$ cat config.mk
export PLATFORM = sky130hd
export DESIGN_NAME = aux_i2c_codec
export DESIGN_NICKNAME = d
export VERILOG_FILES = /design/src/rtl/aux_codec_pkg.sv /design/src/rtl/aux_req_builder.sv /design/src/rtl/aux_rep_decoder.sv /design/src/rtl/aux_i2c_codec.sv
export SDC_FILE = /design/constraint.sdc
export NUM_CORES = 1
export LEC_CHECK = 0
export ABC_AREA = 1
export BUFFER_PORTS_ARGS = -buffer_cell sky130_fd_sc_hd__buf_2
export CORE_MARGIN = 1
export CORE_UTILIZATION = 37
export CTS_CLUSTER_SIZE = 16
export DETAILED_ROUTE_END_ITERATION = 6
export GPL_TIMING_DRIVEN = 0
export PLACE_DENSITY = 0.69
export SLEW_MARGIN = 20
export SYNTH_ARGS = -nofsm -noshare
export SYNTH_HDL_FRONTEND = slang
export SYNTH_HIERARCHICAL = 1
export SYNTH_SLANG_ARGS = --single-unit
export TNS_END_PERCENT = 10
$ cat constraint.sdc
create_clock -name clk -period 2.4 [get_ports clk]
set_input_delay 0.48 -clock clk [delete_from_list [all_inputs] [get_ports clk]]
set_output_delay 0.48 -clock clk [all_outputs]
set_load 0.005 [all_outputs]
$ cat src/rtl/aux_codec_pkg.sv
package aux_codec_pkg;
    localparam int BYTE_W = 8;

    typedef enum logic [1:0] {
        CMD_WR  = 2'd0,
        CMD_RD  = 2'd1,
        CMD_ST  = 2'd2,
        CMD_RSV = 2'd3
    } cmd_e;

    typedef enum logic [1:0] {
        ST_ACK   = 2'd0,
        ST_NACK  = 2'd1,
        ST_DEFER = 2'd2,
        ST_RSV   = 2'd3
    } status_e;

    typedef enum logic [2:0] {
        S_IDLE,
        S_HDR,
        S_ZERO,
        S_ADDR,
        S_LEN,
        S_DATA
    } tx_state_e;

    typedef enum logic {
        R_IDLE,
        R_BODY
    } rx_state_e;
endpackage

$ cat src/rtl/aux_req_builder.sv
module aux_req_builder
    import aux_codec_pkg::*;
#(
    parameter int ADDR_W  = 7,
    parameter int MAX_LEN = 16,
    parameter int LEN_W   = $clog2(MAX_LEN + 1)
) (
    input  logic              clk,
    input  logic              rst_n,
    input  logic              req_valid,
    input  logic [1:0]        req_cmd,
    input  logic              req_mot,
    input  logic [ADDR_W-1:0] req_addr,
    input  logic              req_has_len,
    input  logic [LEN_W-1:0]  req_len,
    input  logic [BYTE_W-1:0] wr_data,
    output logic              wr_pull,
    output logic              tx_valid,
    output logic [BYTE_W-1:0] tx_byte,
    output logic              tx_last,
    output logic              busy,
    output logic              req_err
);
    localparam logic [LEN_W-1:0] LEN_MAX = LEN_W'(MAX_LEN);
    localparam logic [LEN_W-1:0] LEN_ONE = LEN_W'(1);

    tx_state_e         state_q, state_d;
    cmd_e              cmd_q;
    logic              mot_q;
    logic [ADDR_W-1:0] addr_q;
    logic              has_len_q;
    logic [LEN_W-1:0]  len_q;
    logic [LEN_W-1:0]  cnt_q;
    logic              err_q;
    logic              req_bad;
    logic              accept;

    always_comb begin
        req_bad = (req_cmd == CMD_RSV) ||
                  (req_has_len && ((req_len == '0) || (req_len > LEN_MAX)));
        accept  = (state_q == S_IDLE) && req_valid && !req_bad;
    end

    // next-state logic
    always_comb begin
        state_d = state_q;
        unique case (state_q)
            S_IDLE: if (accept) state_d = S_HDR;
            S_HDR:  state_d = S_ZERO;
            S_ZERO: state_d = S_ADDR;
            S_ADDR: state_d = has_len_q ? S_LEN : S_IDLE;
            S_LEN:  state_d = (cmd_q == CMD_WR) ? S_DATA : S_IDLE;
            S_DATA: state_d = (cnt_q == len_q - LEN_ONE) ? S_IDLE : S_DATA;
            default: state_d = S_IDLE;
        endcase
    end

    // state register and captured request fields
    always_ff @(posedge clk) begin
        if (!rst_n) begin
            state_q   <= S_IDLE;
            cmd_q     <= CMD_WR;
            mot_q     <= 1'b0;
            addr_q    <= '0;
            has_len_q <= 1'b0;
            len_q     <= '0;
            cnt_q     <= '0;
            err_q     <= 1'b0;
        end else begin
            state_q <= state_d;
            err_q   <= (state_q == S_IDLE) && req_valid && req_bad;
            if (accept) begin
                cmd_q     <= cmd_e'(req_cmd);
                mot_q     <= req_mot;
                addr_q    <= req_addr;
                has_len_q <= req_has_len;
                len_q     <= req_len;
                cnt_q     <= '0;
            end else if (state_q == S_DATA) begin
                cnt_q <= cnt_q + LEN_ONE;
            end
        end
    end

    // outputs
    always_comb begin
        tx_valid = 1'b0;
        tx_byte  = '0;
        tx_last  = 1'b0;
        wr_pull  = 1'b0;
        unique case (state_q)
            S_IDLE: ;
            S_HDR: begin
                tx_valid = 1'b1;
                tx_byte  = {1'b0, mot_q, cmd_q, 4'b0000};
            end
            S_ZERO: begin
                tx_valid = 1'b1;
            end
            S_ADDR: begin
                tx_valid = 1'b1;
                tx_byte  = BYTE_W'(addr_q);
                tx_last  = !has_len_q;
            end
            S_LEN: begin
                tx_valid = 1'b1;
                tx_byte  = BYTE_W'(len_q - LEN_ONE);
                tx_last  = (cmd_q != CMD_WR);
            end
            S_DATA: begin
                tx_valid = 1'b1;
                tx_byte  = wr_data;
                wr_pull  = 1'b1;
                tx_last  = (cnt_q == len_q - LEN_ONE);
            end
            default: ;
        endcase
    end

    assign busy    = (state_q != S_IDLE);
    assign req_err = err_q;

    p_last_ends_r2: assert property (@(posedge clk) disable iff (!rst_n)
        (tx_valid && tx_last) |=> !tx_valid);

    p_data_bound_r4: assert property (@(posedge clk) disable iff (!rst_n)
        (state_q == S_DATA) |-> (cnt_q < len_q));

    p_err_silent_r5: assert property (@(posedge clk) disable iff (!rst_n)
        req_err |-> !tx_valid);

    p_busy_ignore_r6: assert property (@(posedge clk) disable iff (!rst_n)
        (busy && req_valid) |=> !req_err);

    p_hdr_follows_r1: assert property (@(posedge clk) disable iff (!rst_n)
        accept |=> (tx_valid && !tx_last && !wr_pull));
endmodule

$ cat src/rtl/aux_rep_decoder.sv
module aux_rep_decoder
    import aux_codec_pkg::*;
(
    input  logic              clk,
    input  logic              rst_n,
    input  logic              rx_valid,
    input  logic              rx_first,
    input  logic [BYTE_W-1:0] rx_byte,
    output logic              rep_hdr_valid,
    output logic [1:0]        rep_aux_st,
    output logic [1:0]        rep_i2c_st,
    output logic              rep_bad,
    output logic              rep_data_valid,
    output logic [BYTE_W-1:0] rep_data
);
    rx_state_e   state_q, state_d;
    logic [1:0]  aux_d, i2c_d, top_bits;
    logic        bad_d, hdr_in, body_in;

    // header field decode
    always_comb begin
        hdr_in   = rx_valid && rx_first;
        body_in  = rx_valid && !rx_first;
        aux_d    = rx_byte[5:4];
        top_bits = rx_byte[7:6];
        i2c_d    = (aux_d == ST_ACK) ? top_bits : 2'b00;
        bad_d    = (aux_d == ST_RSV) || (rx_byte[3:0] != 4'b0000) ||
                   ((aux_d != ST_ACK) && (top_bits != 2'b00)) ||
                   ((aux_d == ST_ACK) && (top_bits == ST_RSV));
    end

    // next-state logic
    always_comb begin
        state_d = state_q;
        unique case (state_q)
            R_IDLE, R_BODY: begin
                if (hdr_in)
                    state_d = (!bad_d && aux_d == ST_ACK && i2c_d == ST_ACK)
                              ? R_BODY : R_IDLE;
            end
            default: state_d = R_IDLE;
        endcase
    end

    always_ff @(posedge clk) begin
        if (!rst_n) state_q <= R_IDLE;
        else        state_q <= state_d;
    end

    // registered outputs
    always_ff @(posedge clk) begin
        if (!rst_n) begin
            rep_hdr_valid  <= 1'b0;
            rep_aux_st     <= 2'b00;
            rep_i2c_st     <= 2'b00;
            rep_bad        <= 1'b0;
            rep_data_valid <= 1'b0;
            rep_data       <= '0;
        end else begin
            rep_hdr_valid  <= hdr_in;
            rep_data_valid <= body_in && (state_q == R_BODY);
            if (hdr_in) begin
                rep_aux_st <= aux_d;
                rep_i2c_st <= i2c_d;
                rep_bad    <= bad_d;
            end
            if (body_in) rep_data <= rx_byte;
        end
    end

    p_i2c_masked_r7: assert property (@(posedge clk) disable iff (!rst_n)
        (rep_hdr_valid && rep_aux_st != ST_ACK) |-> (rep_i2c_st == 2'b00));

    p_rsv_bad_r8: assert property (@(posedge clk) disable iff (!rst_n)
        (rep_hdr_valid && rep_aux_st == ST_RSV) |-> rep_bad);

    p_data_gated_r9: assert property (@(posedge clk) disable iff (!rst_n)
        rep_data_valid |-> (!rep_bad && rep_aux_st == ST_ACK && rep_i2c_st == ST_ACK));

    p_hdr_no_data_r9: assert property (@(posedge clk) disable iff (!rst_n)
        rep_hdr_valid |-> !rep_data_valid);
endmodule

$ cat src/rtl/aux_i2c_codec.sv
module aux_i2c_codec
    import aux_codec_pkg::*;
#(
    parameter int ADDR_W  = 7,
    parameter int MAX_LEN = 16,
    parameter int LEN_W   = $clog2(MAX_LEN + 1)
) (
    input  logic              clk,
    input  logic              rst_n,
    input  logic              req_valid,
    input  logic [1:0]        req_cmd,
    input  logic              req_mot,
    input  logic [ADDR_W-1:0] req_addr,
    input  logic              req_has_len,
    input  logic [LEN_W-1:0]  req_len,
    input  logic [7:0]        wr_data,
    output logic              wr_pull,
    output logic              tx_valid,
    output logic [7:0]        tx_byte,
    output logic              tx_last,
    output logic              busy,
    output logic              req_err,
    input  logic              rx_valid,
    input  logic              rx_first,
    input  logic [7:0]        rx_byte,
    output logic              rep_hdr_valid,
    output logic [1:0]        rep_aux_st,
    output logic [1:0]        rep_i2c_st,
    output logic              rep_bad,
    output logic              rep_data_valid,
    output logic [7:0]        rep_data
);
    aux_req_builder #(
        .ADDR_W (ADDR_W),
        .MAX_LEN(MAX_LEN),
        .LEN_W  (LEN_W)
    ) u_req (
        .clk        (clk),
        .rst_n      (rst_n),
        .req_valid  (req_valid),
        .req_cmd    (req_cmd),
        .req_mot    (req_mot),
        .req_addr   (req_addr),
        .req_has_len(req_has_len),
        .req_len    (req_len),
        .wr_data    (wr_data),
        .wr_pull    (wr_pull),
        .tx_valid   (tx_valid),
        .tx_byte    (tx_byte),
        .tx_last    (tx_last),
        .busy       (busy),
        .req_err    (req_err)
    );

    aux_rep_decoder u_rep (
        .clk           (clk),
        .rst_n         (rst_n),
        .rx_valid      (rx_valid),
        .rx_first      (rx_first),
        .rx_byte       (rx_byte),
        .rep_hdr_valid (rep_hdr_valid),
        .rep_aux_st    (rep_aux_st),
        .rep_i2c_st    (rep_i2c_st),
        .rep_bad       (rep_bad),
        .rep_data_valid(rep_data_valid),
        .rep_data      (rep_data)
    );

    p_reset_quiet_r10: assert property (@(posedge clk)
        !rst_n |=> (!tx_valid && !busy && !req_err && !rep_hdr_valid && !rep_data_valid));
endmodule

==> impl_metrics.json <==
{
  "outcome": "finished, final reports clean",
  "synth_edf_count": 0,
  "ys_ff_latch": 41,
  "fin_nets": 401,
  "initial_utilization": 0.387,
  "final.fill_count": 542,
  "rr_worst_depth": 12,
  "cp_max_fo": 5,
  "cts_sinks": 41,
  "max_clock_freq_ghz": 0.444,
  "path_buf_inv": 3,
  "htreeDepth": 2,
  "clkLatencyLatePin_ns": 0.29,
  "syn_inst": 291,
  "cp.required_ns": 1.92,
  "track_usage": 0.185,
  "hold_end": "u_req/mot_q",
  "place_inst": 425,
  "fin_crit_ns": 2.25,
  "p_leak_nw": 1.21,
  "power.density_mw_per_mm2": 640,
  "cts-root-buf": "clkbuf_8",
  "core_mm2": 0.00514,
  "rows": 26,
  "numCtsBuffers": 5,
  "tightest_slew_ns": 0.391,
  "clockBufferDepth": 2,
  "place_congestion": 0.796,
  "first_pass_iters": 4,
  "via_per_inst": 4.68,
  "async_flop_share": 0,
  "hp-start": "req_mot",
  "tns_ns": 0,
  "dpl.hpwl_um": 3770,
  "syn2layout_area_growth_pct": 25.3,
  "grt_overflow": 0,
  "drive_gt1_frac": 0.248,
  "worst_setup_path_end_kind": "output pin",
  "io_pins": 65,
  "ant_nets": 0,
  "grt_pass1_vias": 1822,
  "fin_cells": 433,
  "route.detailed.drc": 0,
  "crit_path_max_incr_delay_ns": 0.35,
  "max-slew-margin-rel": 0.739,
  "avgSynthCellArea_um2": 6.84,
  "worstPathArrival_ns": 1.77,
  "cts_tree": "yes",
  "synthesis.area_mm2": 0.00199,
  "hold_depth": 3,
  "ir_drop_v": 0.000287,
  "period_share": 0.939,
  "min_path_type": "in -> reg",
  "cts.clk_slew.worst_paths_ns": 0.08,
  "drt-initial-drc-count": 90,
  "die_h_um": 75.3,
  "critPathLaunch": "u_req/len_q[0]",
  "reg2reg_to": "u_req/state_q[2]",
  "synth_nets": 330,
  "dieArea_mm2": 0.00567,
  "crit_chain": "inv_1 -> ha_4 -> nand2_1 -> inv_1 -> nor2_1 -> nand2_1 -> nor2_1 -> nand4_1 -> o21ai_1 -> buf_2",
  "cp_top_family": "simple AND/OR/NAND/NOR gates",
  "antennaDiodeCount": 0,
  "slowest_stage": "dfxtp_1",
  "startpoint_type": "register",
  "synth_warnings": 6,
  "portBuffers": 64,
  "skew_ns": 0.0112,
  "register_area_um2": 821,
  "synth-seq-area-share": 0.413,
  "drt_wl_total_um": 4910,
  "r2r_setup_slack_ns": 0.83,
  "vias": 2026,
  "slew_viol_final": 0,
  "grt_pass1_wl_um": 7920,
  "dominantRegCellSynth": "dfxtp_1",
  "multi_input_area_um2": 991,
  "synth.distinct_cells": 29,
  "hold_buffers": 0,
  "grt_start_max_net_pins": 14,
  "die_x_um": 75.3,
  "r2r-start": "u_req/len_q[0]",
  "antenna_found_initial": 0,
  "rsz0062_at_grt": "no",
  "wire_per_inst_um": 11.3,
  "finalHoldViolCount": 0,
  "setup_viol": 0,
  "maxCapViolations": 0,
  "worst-setup-path-type": "reg -> out"
}
## stage by stage
stage | hold WS, ns | util | instance area, um^2 | setup slack (ns) | power, W
global placement | 0.431 | 0.466 | 2400 | 0.387 | 0.00116
CTS | 0.421 | 0.482 | 2480 | 0.0649 | 0.00160
global route | 0.429 | 0.485 | 2490 | 0.0100 | 0.00170
floorplan | 0.416 | - | 1990 | 0.649 | 0.00103
detailed placement | 0.430 | 0.466 | 2400 | 0.391 | 0.00116
finish | 0.427 | 0.485 | 2490 | 0.146 | 0.00159
## worst reg2reg max path, cell delays in order, from the launching register on
cell and delay (ns):
dfxtp_1 0.35, inv_1 0.12, ha_4 0.26, nand2_1 0.06
inv_1 0.03, nor2_1 0.07, nand2_1 0.06, nor2_1 0.12
nand4_1 0.13, nand2_1 0.11, nand3_1 0.07, nand2_1 0.06
inv_1 0.04
## placed cells by master (no fill, tap or decap), drive strengths merged
| master | Yosys | routed |
|---|---|---|
| ha | 2 | 2 |
| nor3 | 2 | 2 |
| a21oi | 25 | 25 |
| o2111ai | 2 | 2 |
| nand3b | 1 | 1 |
| nor2 | 46 | 46 |
| o221ai | 2 | 2 |
| o21ai | 23 | 23 |
| o211ai | 2 | 2 |
| xor2 | 2 | 2 |
| nand2 | 71 | 71 |
| inv | 39 | 39 |
| nand4 | 3 | 3 |
| nand3 | 21 | 21 |
| clkinv | 1 | 1 |
| buf | 4 | 68 |
| clkbuf | 2 | 10 |
| dfxtp | 41 | 41 |
| nor3b | 1 | 1 |
| a22oi | 1 | 1 |
## cells by family after synthesis
kind of cell	Yosys count	share of synthesized area
AND/OR/NAND/NOR	145	0.319
AO/OA/AOI/OAI	55	0.150
buffers and inverters	46	0.0968
flip-flops	41	0.413
XOR/XNOR	2	0.00881
adder cells (fa/ha/maj)	2	0.0126
## state kept, by name (all words and copies together) (netlist names), 2 cells and up
| register | flops |
|---|---|
| u_rep/rep_data | 8 |
| u_req/addr_q | 7 |
| u_req/cnt_q | 5 |
| u_req/len_q | 5 |
| u_req/state_q | 3 |
| u_rep/rep_aux_st | 2 |
| u_rep/rep_i2c_st | 2 |
| u_req/cmd_q | 2 |
## metal layers
metal / vias to the layer above / GRT usage / wire length, um
met5: - / 0 / 0
met4: 0 / 0.0556 / 72
met3: 8 / 0.0503 / 247
met2: 52 / 0.320 / 2310
met1: 893 / 0.225 / 2280
li1: 1073 / - / -
## repair_timing
item / 4_1_cts / 5_1_grt
gates resized for setup: 0 / 2
setup buffers: 0 / 0
endpoints found under the setup margin: 0 / 1
## cell type report
type	instances	share of cell area
Clock buffer	8	0.0321
Tap cell	70	0.0351
Sequential cell	41	0.329
Buffer	6	0.0166
Multi-Input combinational cell	204	0.398
Inverter	40	0.0607
Timing Repair Buffer	64	0.129
## Yosys cell counts (all sizes together), types with 2 or more instances
| cell | instances | area (um^2) |
|---|---|---|
| a21oi | 25 | 125 |
| buf | 4 | 32.5 |
| clkbuf | 2 | 8.75 |
| dfxtp | 41 | 821 |
| ha | 2 | 25.0 |
| inv | 39 | 146 |
| nand2 | 71 | 274 |
| nand3 | 21 | 110 |
| nand4 | 3 | 18.8 |
| nor2 | 46 | 203 |
| nor3 | 2 | 15.0 |
| o2111ai | 2 | 17.5 |
| o211ai | 2 | 15.0 |
| o21ai | 23 | 115 |
| o221ai | 2 | 17.5 |
| xor2 | 2 | 17.5 |
## power breakdown
part           switching [W]  internal [W]  total (W)
Combinational       0.000235      0.000154   0.000389
Sequential         0.0000310      0.000737   0.000768
Clock               0.000230      0.000207   0.000437
## worst max-delay path by stage
stage / cells after the start / end
floorplan: 9 / tx_last
global placement: 10 / tx_last
detailed placement: 10 / tx_last
CTS: 10 / tx_last
global route: 10 / tx_last
finish: 10 / tx_last
Power figures use the tool's default switching activity.
